### src/rtl/brfetch_pkg.sv
package brfetch_pkg;

  typedef enum logic [1:0] {
    POL_STALL  = 2'd0,
    POL_SPEC   = 2'd1,
    POL_SLOT   = 2'd2,
    POL_STALL2 = 2'd3
  } slot_policy_e;

  typedef struct packed {
    logic redirect;
    logic hold;
    logic kill;
  } slot_action_t;

endpackage

### src/rtl/brfetch_policy_reg.sv
module brfetch_policy_reg
  import brfetch_pkg::*;
(
  input  logic         clk,
  input  logic         rst,
  input  logic [1:0]   policy_sel,
  output slot_policy_e policy
);

  slot_policy_e policy_q;

  always_ff @(posedge clk) begin
    if (rst) policy_q <= slot_policy_e'(policy_sel);
  end

  assign policy = policy_q;

  AST_POLICY_HELD: assert property (@(posedge clk) disable iff (rst)
    !rst |=> $stable(policy_q));

endmodule

### src/rtl/brfetch_decide.sv
module brfetch_decide
  import brfetch_pkg::*;
(
  input  slot_policy_e policy,
  input  logic         br_live,
  input  logic         taken,
  output slot_action_t act
);

  always_comb begin
    act = '0;
    if (br_live) begin
      unique case (policy)
        POL_SPEC: begin
          act.redirect = taken;
          act.kill     = taken;
        end
        POL_SLOT: begin
          act.redirect = taken;
        end
        default: begin
          act.redirect = taken;
          act.hold     = !taken;
          act.kill     = 1'b1;
        end
      endcase
    end
  end

  always_comb begin
    if (act.redirect && act.hold)
      AST_ONE_SOURCE: assert (0) else $error("redirect and hold together");
  end

endmodule

### src/rtl/brfetch_next_addr.sv
module brfetch_next_addr
  import brfetch_pkg::*;
#(
  parameter int ADDR_W = 32,
  parameter int STEP   = 4
) (
  input  logic [ADDR_W-1:0] cur_pc,
  input  logic [ADDR_W-1:0] target,
  input  slot_action_t      act,
  output logic [ADDR_W-1:0] nxt_pc
);

  localparam logic [ADDR_W-1:0] INC = ADDR_W'(STEP);

  logic [ADDR_W-1:0] seq_pc;
  assign seq_pc = cur_pc + INC;

  always_comb begin
    if (act.redirect)  nxt_pc = target;
    else if (act.hold) nxt_pc = cur_pc;
    else               nxt_pc = seq_pc;
  end

endmodule

### src/rtl/brfetch_ctrl.sv
module brfetch_ctrl
  import brfetch_pkg::*;
#(
  parameter int ADDR_W = 32,
  parameter int STEP   = 4,
  parameter logic [ADDR_W-1:0] BOOT_PC = '0
) (
  input  logic              clk,
  input  logic              rst,
  input  logic [1:0]        policy_sel,
  input  logic              br_in_dec,
  input  logic              br_equal,
  input  logic [ADDR_W-1:0] br_target,
  output logic [ADDR_W-1:0] fetch_pc,
  output logic              dec_valid,
  output logic              dec_kill
);

  localparam logic [ADDR_W-1:0] INC = ADDR_W'(STEP);

  slot_policy_e      policy;
  slot_action_t      act;
  logic [ADDR_W-1:0] pc_q, pc_nxt;
  logic              valid_q, kill_q;
  logic              br_live;

  brfetch_policy_reg u_pol (
    .clk        (clk),
    .rst        (rst),
    .policy_sel (policy_sel),
    .policy     (policy)
  );

  // a branch flag on a discarded slot is not a real branch
  assign br_live = br_in_dec && valid_q;

  brfetch_decide u_dec (
    .policy  (policy),
    .br_live (br_live),
    .taken   (br_equal),
    .act     (act)
  );

  brfetch_next_addr #(
    .ADDR_W (ADDR_W),
    .STEP   (STEP)
  ) u_nxt (
    .cur_pc (pc_q),
    .target (br_target),
    .act    (act),
    .nxt_pc (pc_nxt)
  );

  always_ff @(posedge clk) begin
    if (rst) begin
      pc_q    <= BOOT_PC;
      valid_q <= 1'b0;
      kill_q  <= 1'b0;
    end else begin
      pc_q    <= pc_nxt;
      valid_q <= !act.kill;
      kill_q  <= act.kill;
    end
  end

  assign fetch_pc  = pc_q;
  assign dec_valid = valid_q;
  assign dec_kill  = kill_q;

  AST_SEQ_STEP: assert property (@(posedge clk) disable iff (rst)
    (!$past(rst) && !$past(br_live)) |-> pc_q == $past(pc_q) + INC);

  AST_TAKEN_TARGET: assert property (@(posedge clk) disable iff (rst)
    $past(br_live && br_equal) |-> pc_q == $past(br_target));

  AST_KILL_CAUSE: assert property (@(posedge clk) disable iff (rst)
    kill_q |-> $past(br_live));

  AST_SLOT_NO_KILL: assert property (@(posedge clk) disable iff (rst)
    policy == POL_SLOT |-> !kill_q);

  AST_KILL_INVALID: assert property (@(posedge clk) disable iff (rst)
    kill_q |-> !valid_q);

endmodule

### config.mk
export PLATFORM = sky130hd
export DESIGN_NAME = brfetch_ctrl
export DESIGN_NICKNAME = d
export VERILOG_FILES = /design/src/rtl/brfetch_pkg.sv /design/src/rtl/brfetch_policy_reg.sv /design/src/rtl/brfetch_decide.sv /design/src/rtl/brfetch_next_addr.sv /design/src/rtl/brfetch_ctrl.sv
export SDC_FILE = /design/constraint.sdc
export NUM_CORES = 1
export LEC_CHECK = 0
export BUFFER_PORTS_ARGS = -buffer_cell sky130_fd_sc_hd__buf_2
export CAP_MARGIN = 20
export CORE_MARGIN = 2
export CORE_UTILIZATION = 51
export CTS_CLUSTER_SIZE = 20
export DETAILED_ROUTE_END_ITERATION = 6
export PLACE_DENSITY = 0.83
export SYNTH_ARGS = -nofsm -noshare
export SYNTH_HDL_FRONTEND = slang
export SYNTH_SLANG_ARGS = --single-unit
### constraint.sdc
create_clock -name clk -period 2.8 [get_ports clk]
set_clock_uncertainty 0.1 [all_clocks]
set_input_delay 0.42 -clock clk [delete_from_list [all_inputs] [get_ports clk]]
set_output_delay 0.42 -clock clk [all_outputs]
set_load 0.01 [all_outputs]
After elaboration in Yosys (flattened, before gate mapping)
Cells that the tools add are included.
- logic and storage cells: 17
- input port bits: 38
- output and inout port bits: 34
- bits in registers: 36
- eq/ne operators: 3
- mux-type cells: 5
- reductions and logical operators: 4
- add/sub/neg operators: 1
- operators with widths (operator ; count):
    32-bit two-way mux ; 2
    32-bit by 3-bit adder with 32-bit output, second input constant ; 1
    3-bit two-way mux ; 1
    2-bit by 1-bit equality test with 1-bit output, second input constant ; 1
    2-bit equality test, second input constant ; 1
    1-bit logical NOT ; 2
    2-bit by 1-bit inequality test with 1-bit output, second input constant ; 1
    1-bit one-hot mux with 2 select lines ; 1
    2-bit OR reduction ; 1
    1-bit logical AND ; 1
    1-bit two-way mux ; 1

Logic depth before layout (Yosys ltp)
Gate-level depths: netlist of run 1.
- word-level depth: 6
- mapped depth: 8
- gate-level depth less buffers: 6

Cells and area by module
From an unflattened synthesis of run 1, not the netlist that was laid out.
- cell total of the unflattened synthesis: 257
- area total of the unflattened synthesis: 2072.0 um^2
- modules (own cells, without submodules) (module ; area each (um^2) ; instances ; cells an instance ; seq. area each (um^2)):
    brfetch_next_addr ; 1003.5 ; 1 ; 173 ; 0.0
    brfetch_ctrl ; 940.9 ; 1 ; 72 ; 680.7
    brfetch_decide ; 67.6 ; 1 ; 10 ; 0.0
    brfetch_policy_reg ; 60.1 ; 1 ; 2 ; 60.1

Least setup slack after synthesis of run 1
OpenSTA, ideal clock, no wires.
- path kind: flip-flop to flip-flop
- from: reg pc_q[15], in the netlist fetch_pc[15]
- to: reg pc_q[30], in the netlist fetch_pc[30]
- library setup time: 116 ps
- slack: 648 ps
- stages on the path, launching flop included: 7
- arrival time: 1936 ps
- cells stage by stage: dfxtp_1 > buf_2 > nand4_1 > or4_1 > buf_2 > or4_1 > o211a_1
- longest elaborated chain between the ends: 3
- ends and longest elaborated chain (item ; RTL line ; text):
    from (decl) ; brfetch_ctrl.sv:23 ; logic [ADDR_W-1:0] pc_q, pc_nxt;
    from (signal assigned) ; brfetch_ctrl.sv:60 ; pc_q <= pc_nxt;
    32-bit by 3-bit adder with 32-bit output ; brfetch_next_addr.sv:16 ; assign seq_pc = cur_pc + INC;
    32-bit two-way mux ; brfetch_next_addr.sv:20 ; else if (act.hold) nxt_pc = cur_pc;
    32-bit two-way mux ; brfetch_next_addr.sv:19 ; if (act.redirect) nxt_pc = target;
No other way between the ends. The select of a mux whose other input is x is not followed.
A chain may end at the register's enable or synchronous reset.

Final worst setup path of run 1
Same ends and word-level chain as after synthesis.

==> out/metrics.cfg, run 1 <==
[placement]
port-buffer-count = 71
place_congestion = 0.889
dp_hpwl_um = 4460
placed_cell_area_um2 = 2600
dp_worst_setup_slack_ns = 0.535

[grt]
globalRouteTotalUtil = 0.255
grt_pass1_wl_um = 10200
sum_of_overflow_across_all_layers_after_global_routing = 0
number_of_global_route_vias_before_repair = 2123
antenna_found_initial = 0
grt_max_degree = 22
global_route.usage.met3 = 0.0519
grt_util_met1 = 0.356
grt_busiest_layer = met2
globalRouteMet2Util = 0.398

[pwr]
ir_worst_vdd_uv = 282
power-per-cell-area_nw_per_um2 = 427
power.leakage_uw = 0.00108

[cells_and_area]
commonest_non_fill_non_tap_cells_in_the_layout = sky130_fd_sc_hd__buf_2 (71), sky130_fd_sc_hd__dfxtp_1 (34), sky130_fd_sc_hd__nand2_1 (22), sky130_fd_sc_hd__a21oi_1 (17), sky130_fd_sc_hd__nand3_1 (15)
area.growth.synth_to_final_pct = 20.8
final_cell_area_um2 = 2690
count_of_nets_after_finishing = 378
layout_commonest_cell = sky130_fd_sc_hd__buf_2
layout-drive-gt1-share = 0.269
antenna_cell_count = 0

[clock_network]
clk_root_buffer_cell = sky130_fd_sc_hd__clkbuf_8
clk_pin_slew_worst_paths_ns = 0.07
post_cts_setup_buffer_count = 0
cts_resized = 0
cts-hold-fix-buffers = 0
clkLatencyLatePin_ns = 0.29
tritoncts_num_sinks = 36
htreeDepth = 2
cts_tree = done
cts-root-to-sink-buffers = 2
cts_made_buffers = 5

[routing]
firstDrtPassIters = 4
vias_per_cell = 6.44
post_dr_wirelength_cell_um = 16.3
drt_first_iter_violations = 258
postRouteAntennaNets = 0
routed-via-count = 2511
drt-total-wl_um = 6350
remaining_drc_errors = 0

[die]
start_util = 0.519
design.portCount = 72
die_h_um = 70.1
core.rowCount = 24
floorplan_die_width_um = 70.1
core_footprint_um2 = 4290
die_area_um2 = 4910

[critical_path]
timing.critical_path.arrival_ns = 2.38
critical_path.endpoint_type = flip-flop
cp_cell_sequence = nand4_1 > or4_1 > or4_1 > o211a_1
critical_path.max_fanout = 10
worst_path_most_repeated_cell = sky130_fd_sc_hd__or4_1
critPathLaunchType = flip-flop
worst_ep_required_time_ns = 2.89
setup.worst_path.class = flip-flop to flip-flop
slowest_stage = sky130_fd_sc_hd__or4_1
timing.critical_path.slowest_cell_delay_ns = 0.64

[timing]
layout_setup_ws_ns = 0.507
report.final.slew_viol_count = 0
fin_crit_sh = 0.819
min_period_ns = 2.29
report.final.hold_viol_count = 0
hold_slack_ns = 0.210
worst-slew-pin-transition_ns = 0.759
slew-limit-headroom = 0.494
final-setup-viol-count = 0
finalSetupTns_ns = 0
max_clock_freq_mhz = 436
rsz0062_at_grt = no

[worst_hold_path]
hold_class = input port to flip-flop

[synth]
synthesis.instances = 277
synth_nets = 318
ys_warn_count = 0
synthArstFlopShare = 0
syn-cell-area_um2 = 2230
synth_top_flop_cell = sky130_fd_sc_hd__dfxtp_1
synth_edf_count = 2
synth_cell_types = 52
yosysSeqAreaShare = 0.333
ys_seq_elements = 36
synth.avg_cell_area_um2 = 8.04

[run_status]
status = finished clean

[flow_run]
number_of_max_cap_violations = 0

-- power by group --
part | switching (µW) | internal [µW] | total [µW]
combinational | 105 | 83.0 | 187
clock | 183 | 201 | 384
sequential | 35.4 | 543 | 578
-- cells by family after synthesis --
family | share of synthesized area
flip-flops | 0.333
AND/OR/NAND/NOR | 0.276
buffers and inverters | 0.0562
AO/OA/AOI/OAI | 0.281
adder cells (fa/ha/maj) | 0.0169
multiplexers | 0.0365
-- Yosys cell counts (4+ instances only) --
master | n | area [µm²]
sky130_fd_sc_hd__a22oi_1 | 13 | 97.6
sky130_fd_sc_hd__mux2i_1 | 7 | 70.1
sky130_fd_sc_hd__nor3_1 | 5 | 25.0
sky130_fd_sc_hd__and3_1 | 6 | 37.5
sky130_fd_sc_hd__a211oi_1 | 4 | 30.0
sky130_fd_sc_hd__o21ai_0 | 11 | 55.1
sky130_fd_sc_hd__nor2_1 | 12 | 45.0
sky130_fd_sc_hd__o311ai_0 | 4 | 35.0
sky130_fd_sc_hd__nor4_1 | 5 | 31.3
sky130_fd_sc_hd__a31oi_1 | 10 | 62.6
sky130_fd_sc_hd__or4_1 | 7 | 52.6
sky130_fd_sc_hd__nand4_1 | 10 | 62.6
sky130_fd_sc_hd__buf_2 | 4 | 20.0
sky130_fd_sc_hd__dfxtp_1 | 34 | 681
sky130_fd_sc_hd__and4_1 | 5 | 43.8
sky130_fd_sc_hd__nand2_1 | 22 | 82.6
sky130_fd_sc_hd__clkbuf_1 | 19 | 71.3
sky130_fd_sc_hd__nand3_1 | 15 | 75.1
sky130_fd_sc_hd__inv_1 | 7 | 26.3
sky130_fd_sc_hd__o211ai_1 | 11 | 82.6
sky130_fd_sc_hd__a21oi_1 | 17 | 85.1
-- metrics by stage --
step	power (µW)	instances	utilization
floorplan	693	277	-
global route	1200	390	0.627
finish	1150	390	0.627
detailed placement	774	382	0.606
CTS	1160	390	0.627
global placement	771	382	0.606
-- final timing paths --
check | from | to | slack [ns] | cells after the start
min reg2reg | fetch_pc[0] | fetch_pc[0] | 0.36 | 2
max reg2reg | fetch_pc[15] | fetch_pc[30] | 0.51 | 4
max | fetch_pc[15] | fetch_pc[30] | 0.51 | 4
min | policy_sel[1] | u_pol.policy[1] | 0.21 | 1
-- layer usage --
layer | wire (µm) | share of wire | up-vias
met5 | 0 | 0 | -
li1 | - | - | 1214
met2 | 2930 | 0.46 | 100
met4 | 127 | 0.020 | 0
met1 | 2840 | 0.45 | 1181
met3 | 452 | 0.071 | 16
-- critical path: cells and delay by family (launching register included) --
kind	cells	cell delay, ns
AO/OA/AOI/OAI	1	0.21
AND/OR/NAND/NOR	3	1.37
flip-flops	1	0.50
-- registers in the layout, summed over array words and instances, names as in the netlist --
signal,cells
fetch_pc,32
dec_valid,1
dec_kill,1
u_pol.policy,2
-- final cells by class --
cell class | count | area, µm²
Timing Repair Buffer | 78 | 408
Clock buffer | 8 | 90.1
Tap cell | 52 | 65.1
Inverter | 7 | 26.3
Multi-Input combinational cell | 209 | 1360
Fill cell | 406 | 1600
Sequential cell | 36 | 741
No activity file was read; power rests on OpenSTA's default activity.
==> inputs of run 2 (changes only) <==
clock period = 2.3 ns   (was 2.8 ns; I/O delays follow)
==> run 2 against run 1 <==
  * Final cell count rose by 2.8%
  * Sequential share of layout area is 0.82 points lower
  * Non-clock buffer count grew 11
  * Largest power group unchanged
  * Utilization up 1.9 points
  * Critical path type unchanged
==> out/metrics.cfg, run 2 (synthesized netlist as in run 1, its figures left out) <==
[cells_and_area]
post_layout_nonfiller_instances = 401  ; +2.8%
final_cell_area_um2 = 2770  ; +3.1%
count_of_nets_after_finishing = 389  ; +2.9%
multi_input_area_um2 = 1360  ; unchanged
fin_util = 0.646  ; +0.0192
layout-drive-gt1-share = 0.292  ; +0.0230
area.growth.synth_to_final_pct = 24.6
largest_reg_flops = 32  ; unchanged
antenna_cell_count = 0  ; unchanged
layout_commonest_cell = sky130_fd_sc_hd__buf_2
layout.area.seq_um2 = 741  ; unchanged
fill_cells = 396  ; -2.5%
commonest_non_fill_non_tap_cells_in_the_layout = sky130_fd_sc_hd__buf_2 (71), sky130_fd_sc_hd__dfxtp_1 (34), sky130_fd_sc_hd__nand2_1 (22), sky130_fd_sc_hd__buf_4 (18), sky130_fd_sc_hd__a21oi_1 (17)

[worst_hold_path]
min_delay_startpoint = policy_sel[0]
hold_depth = 1  ; unchanged
hold_class = input port to flip-flop
hold_end = u_pol.policy[0]

[clock_network]
cts-hold-fix-buffers = 0  ; unchanged
cts-root-to-sink-buffers = 2  ; unchanged
clk_root_buffer_cell = sky130_fd_sc_hd__clkbuf_8
cts_made_buffers = 5  ; unchanged
post_cts_setup_buffer_count = 0  ; unchanged
clkLatencyLatePin_ns = 0.30  ; about the same
cts_tree = done
tritoncts_num_sinks = 36  ; unchanged
htreeDepth = 2  ; unchanged
clk_pin_slew_worst_paths_ns = 0.07  ; about the same
cts_resized = 0  ; unchanged

[critical_path]
reg2reg_depth = 5  ; +1
critical_path.max_fanout = 8  ; -2
critPathLaunchType = flip-flop
timing.rr.end = fetch_pc[29]
critical_path.endpoint_type = flip-flop
setup.worst_path.class = flip-flop to flip-flop
timing.critical_path.arrival_ns = 2.30  ; -0.08 ns
timing.rr.start = fetch_pc[16]
rrSetupSlack_ns = 0.12  ; -0.39 ns
worst_ep_required_time_ns = 2.41  ; -0.48 ns

[die]
die_h_um = 70.1  ; unchanged
die_area_um2 = 4910  ; unchanged
start_util = 0.519  ; unchanged
floorplan_die_width_um = 70.1  ; unchanged
core_footprint_um2 = 4290  ; unchanged
core.rowCount = 24  ; unchanged
design.portCount = 72  ; unchanged

[routing]
drt_first_iter_violations = 233  ; -9.7%
vias_per_cell = 6.40  ; -0.65%
drt-total-wl_um = 6660  ; +4.8%
postRouteAntennaNets = 0  ; unchanged
remaining_drc_errors = 0  ; unchanged
firstDrtPassIters = 5  ; +1
routed-via-count = 2565  ; +2.2%
post_dr_wirelength_cell_um = 16.6  ; +1.9%

[flow_run]
number_of_max_cap_violations = 0  ; unchanged

[run_status]
status = finished clean

[timing]
max_clock_freq_mhz = 458  ; +5.1%
final-setup-viol-count = 0  ; unchanged
finalSetupTns_ns = 0  ; unchanged
rsz0062_at_grt = no
fin_crit_sh = 0.949  ; +0.130
min_period_ns = 2.18  ; -0.111 ns
report.final.hold_viol_count = 0  ; unchanged
slew-limit-headroom = 0.636  ; +0.142
report.final.slew_viol_count = 0  ; unchanged
worst-slew-pin-transition_ns = 0.541  ; -0.218 ns

[grt]
number_of_global_route_vias_before_repair = 2390  ; +13%
grt_pass1_wl_um = 11000  ; +8.4%
antenna_found_initial = 0  ; unchanged
grt_max_degree = 31  ; +41%
globalRouteTotalUtil = 0.277  ; +0.0224
sum_of_overflow_across_all_layers_after_global_routing = 0  ; unchanged

[placement]
dp_cells = 393  ; +2.9%
placed_cell_area_um2 = 2680  ; +3.2%
dp_hpwl_um = 4600  ; +3.2%
place_congestion = 0.868  ; -2.3%
port-buffer-count = 71  ; unchanged

[pwr]
power-per-cell-area_nw_per_um2 = 514  ; +20%
power.leakage_uw = 0.00114  ; +5.3%
ir_worst_vdd_uv = 394  ; +40%
pwr_total_uw = 1430  ; +24%

-- run 2: cell types whose count changed in the layout (fill, tap and decap cells not counted), sizes merged --
cell	previous run	this run
buf	78	89
-- run 2: final cells by class --
cell class	instances	area share
clock buffers	8	0.0325
inverters	7	0.00947
multi-input cells	209	0.491
flip-flops and latches	36	0.267
well taps	52	0.0235
repair buffers	89	0.177
-- run 2: worst max-delay path: stages (launching register included) --
cell	delay (ns)
sky130_fd_sc_hd__dfxtp_1	0.46
sky130_fd_sc_hd__nand4_1	0.25
sky130_fd_sc_hd__or4_1	0.56
sky130_fd_sc_hd__buf_4	0.18
sky130_fd_sc_hd__o31a_2	0.32
sky130_fd_sc_hd__a211oi_1	0.22
-- run 2: layer usage --
metal / vias to the layer above / wire length [µm] / global-route usage
li1: 1233 / - / -
met1: 1189 / 2830 / 0.360
met2: 127 / 3130 / 0.446
met3: 16 / 529 / 0.0375
met4: 0 / 165 / 0.150
met5: - / 0 / 0
-- run 2: worst max path at each step --
stage	start	to	slack, ns	depth (start not counted)
final	fetch_pc[16]	fetch_pc[29]	0.12	5
after global routing	fetch_pc[6]	fetch_pc[19]	0.02	5
after detailed placement	fetch_pc[2]	fetch_pc[18]	0.22	6
after floorplan	fetch_pc[15]	fetch_pc[30]	0.15	6
after global placement	fetch_pc[21]	fetch_pc[29]	0.24	5
after CTS	fetch_pc[16]	fetch_pc[29]	0.17	5
-- run 2: where the power goes --
part / internal, µW / leakage, µW / total, µW / switching, µW
sequential: 661 / 0.000297 / 701 / 40.7
combinational: 107 / 0.000794 / 240 / 133
clock: 245 / 0.0000455 / 485 / 240
total: 1010 / 0.00114 / 1430 / 414
-- run 2: per-stage QoR --
step           setup WS [ns]  hold WS (ns)
2_1_floorplan          0.148         0.344
3_3_place_gp           0.242         0.343
3_5_place_dp           0.217         0.349
4_1_cts                0.169         0.128
5_1_grt               0.0221         0.125
6_report               0.118         0.120
==> inputs of run 3 (changes only) <==
CORE_UTILIZATION = 53   (was 51)
CTS_BUF_LIST = sky130_fd_sc_hd__clkbuf_4   (was unset)
PLACE_DENSITY = 0.86   (was 0.83)
clock period = 2.5 ns   (was 2.3 ns; I/O delays follow)
==> run 3 against run 2 <==
  * Total power is 18% lower
  * Sequential share of layout area is 0.79 points higher
  * Maximum frequency is 5.0% lower
  * Cell area is 2.9% lower
  * Final cell count is 2.2% lower
  * Sequential power is 7.7% lower
  * Die area is 3.5% lower
  * Global-route usage is 0.70 points higher
  * Largest cell class unchanged
  * Wire length is 4.3% lower
  * First-iteration DRC count is 26% higher
  * Register-to-register slack better by 0.09 ns
==> out/metrics.cfg, run 3 (synthesized netlist as in run 1, its figures left out) <==
[run_status]
status = finished clean

[grt]
antenna_found_initial = 0  ; unchanged
sum_of_overflow_across_all_layers_after_global_routing = 0  ; unchanged
grt_pass1_wl_um = 10000  ; -9.0%
number_of_global_route_vias_before_repair = 2134  ; -11%
grt_max_degree = 39  ; +26%
globalRouteTotalUtil = 0.284  ; +0.00696

[pwr]
power-per-cell-area_nw_per_um2 = 435  ; -15%
power.leakage_uw = 0.00109  ; -4.2%
ir_worst_vdd_uv = 311  ; -21%

[critical_path]
timing.rr.end = fetch_pc[30]
setup.worst_path.class = flip-flop to flip-flop
rrSetupSlack_ns = 0.20  ; +0.09 ns
critPathLaunchType = flip-flop
timing.rr.start = fetch_pc[15]
reg2reg_depth = 4  ; -1
timing.critical_path.arrival_ns = 2.44  ; +0.14 ns
critical_path.endpoint_type = flip-flop
worst_ep_required_time_ns = 2.64  ; +0.23 ns
critical_path.max_fanout = 10  ; +2

[routing]
firstDrtPassIters = 5  ; unchanged
drt_first_iter_violations = 293  ; +26%
routed-via-count = 2544  ; -0.82%
remaining_drc_errors = 0  ; unchanged
drt-total-wl_um = 6370  ; -4.3%
post_dr_wirelength_cell_um = 16.3  ; -2.1%
postRouteAntennaNets = 0  ; unchanged
vias_per_cell = 6.49  ; +1.5%

[die]
design.portCount = 72  ; unchanged
floorplan_die_width_um = 68.8  ; -1.8%
die_h_um = 68.8  ; -1.8%
core_footprint_um2 = 4030  ; -6.2%
die_area_um2 = 4740  ; -3.5%
start_util = 0.553  ; +0.0341
core.rowCount = 23  ; -4.2%

[clock_network]
cts_made_buffers = 5  ; unchanged
cts_resized = 0  ; unchanged
clk_pin_slew_worst_paths_ns = 0.12  ; +0.05 ns
cts-hold-fix-buffers = 0  ; unchanged
cts-root-to-sink-buffers = 2  ; unchanged
clk_root_buffer_cell = sky130_fd_sc_hd__clkbuf_4
clkLatencyLatePin_ns = 0.35  ; +0.05 ns
htreeDepth = 2  ; unchanged
cts_tree = done
tritoncts_num_sinks = 36  ; unchanged
post_cts_setup_buffer_count = 0  ; unchanged

[cells_and_area]
fin_util = 0.669  ; +0.0227
layout-drive-gt1-share = 0.278  ; -0.0145
fill_cells = 371  ; -6.3%
commonest_non_fill_non_tap_cells_in_the_layout = sky130_fd_sc_hd__buf_2 (71), sky130_fd_sc_hd__dfxtp_1 (34), sky130_fd_sc_hd__nand2_1 (22), sky130_fd_sc_hd__a21oi_1 (17), sky130_fd_sc_hd__nand3_1 (15)
final_cell_area_um2 = 2690  ; -2.9%
layout_commonest_cell = sky130_fd_sc_hd__buf_2
area.growth.synth_to_final_pct = 21.0
count_of_nets_after_finishing = 382  ; -1.8%
largest_reg_flops = 32  ; unchanged
antenna_cell_count = 0  ; unchanged

[placement]
dp_hpwl_um = 4450  ; -3.3%
placed_cell_area_um2 = 2640  ; -1.6%
port-buffer-count = 71  ; unchanged
place_congestion = 0.913  ; +5.2%

[worst_hold_path]
hold_depth = 1  ; unchanged
min_delay_startpoint = policy_sel[0]
hold_class = input port to flip-flop
hold_end = u_pol.policy[0]

[timing]
slew-limit-headroom = 0.661  ; +0.0257
rsz0062_at_grt = no
hold_slack_ns = 0.0907  ; -0.0296 ns
max_clock_freq_mhz = 435  ; -5.0%
finalSetupTns_ns = 0  ; unchanged
worst-slew-pin-transition_ns = 0.503  ; -0.0383 ns
report.final.hold_viol_count = 0  ; unchanged
report.final.slew_viol_count = 0  ; unchanged
min_period_ns = 2.30  ; +0.114 ns
final-setup-viol-count = 0  ; unchanged
fin_crit_sh = 0.919  ; -0.0302

[flow_run]
number_of_max_cap_violations = 0  ; unchanged

run 3: worst max-delay path by stage:
stage                             from           end  slack (ns)  depth (start not counted)
after floorplan           fetch_pc[15]  fetch_pc[30]        0.35                          6
after global placement    fetch_pc[15]  fetch_pc[30]        0.33                          4
after detailed placement  fetch_pc[15]  fetch_pc[30]        0.28                          4
after CTS                 fetch_pc[15]  fetch_pc[30]        0.25                          4
after global routing      fetch_pc[15]  fetch_pc[28]        0.07                          4
final                     fetch_pc[15]  fetch_pc[30]        0.20                          4
run 3: cell type report:
| class | count | area (µm²) | share of cell area |
|---|---|---|---|
| multi-input combinational | 209 | 1360 | 0.505 |
| sequential | 36 | 741 | 0.275 |
| timing repair buffer | 82 | 450 | 0.167 |
| tap | 50 | 62.6 | 0.0232 |
| clock buffer | 6 | 45.0 | 0.0167 |
| inverter | 7 | 26.3 | 0.00975 |
| clock inverter | 2 | 7.51 | 0.00279 |
run 3: metal layers:
layer,track usage,vias to the layer above,part of all wire
li1,-,1209,-
met1,0.384,1184,0.42
met2,0.440,136,0.46
met3,0.0584,15,0.095
met4,0.120,0,0.021
met5,0,-,0
run 3: where the power goes:
group,switching (µW),internal [µW]
registers,38.9,608
logic,118,96.0
clock network,196,115
total,353,819
run 3: through the flow:
stage	cells	power (µW)	setup WS (ns)
global route	392	1240	0.0659
detailed placement	384	871	0.284
finish	392	1170	0.203
global placement	384	866	0.330
CTS	392	1180	0.245
floorplan	277	776	0.348
run 3: critical path, stage by stage, from the launching register on:
cell and delay [ns]:
sky130_fd_sc_hd__dfxtp_1 0.50, sky130_fd_sc_hd__nand4_1 0.23, sky130_fd_sc_hd__or4_1 0.64, sky130_fd_sc_hd__or4_1 0.50, sky130_fd_sc_hd__o211a_1 0.21
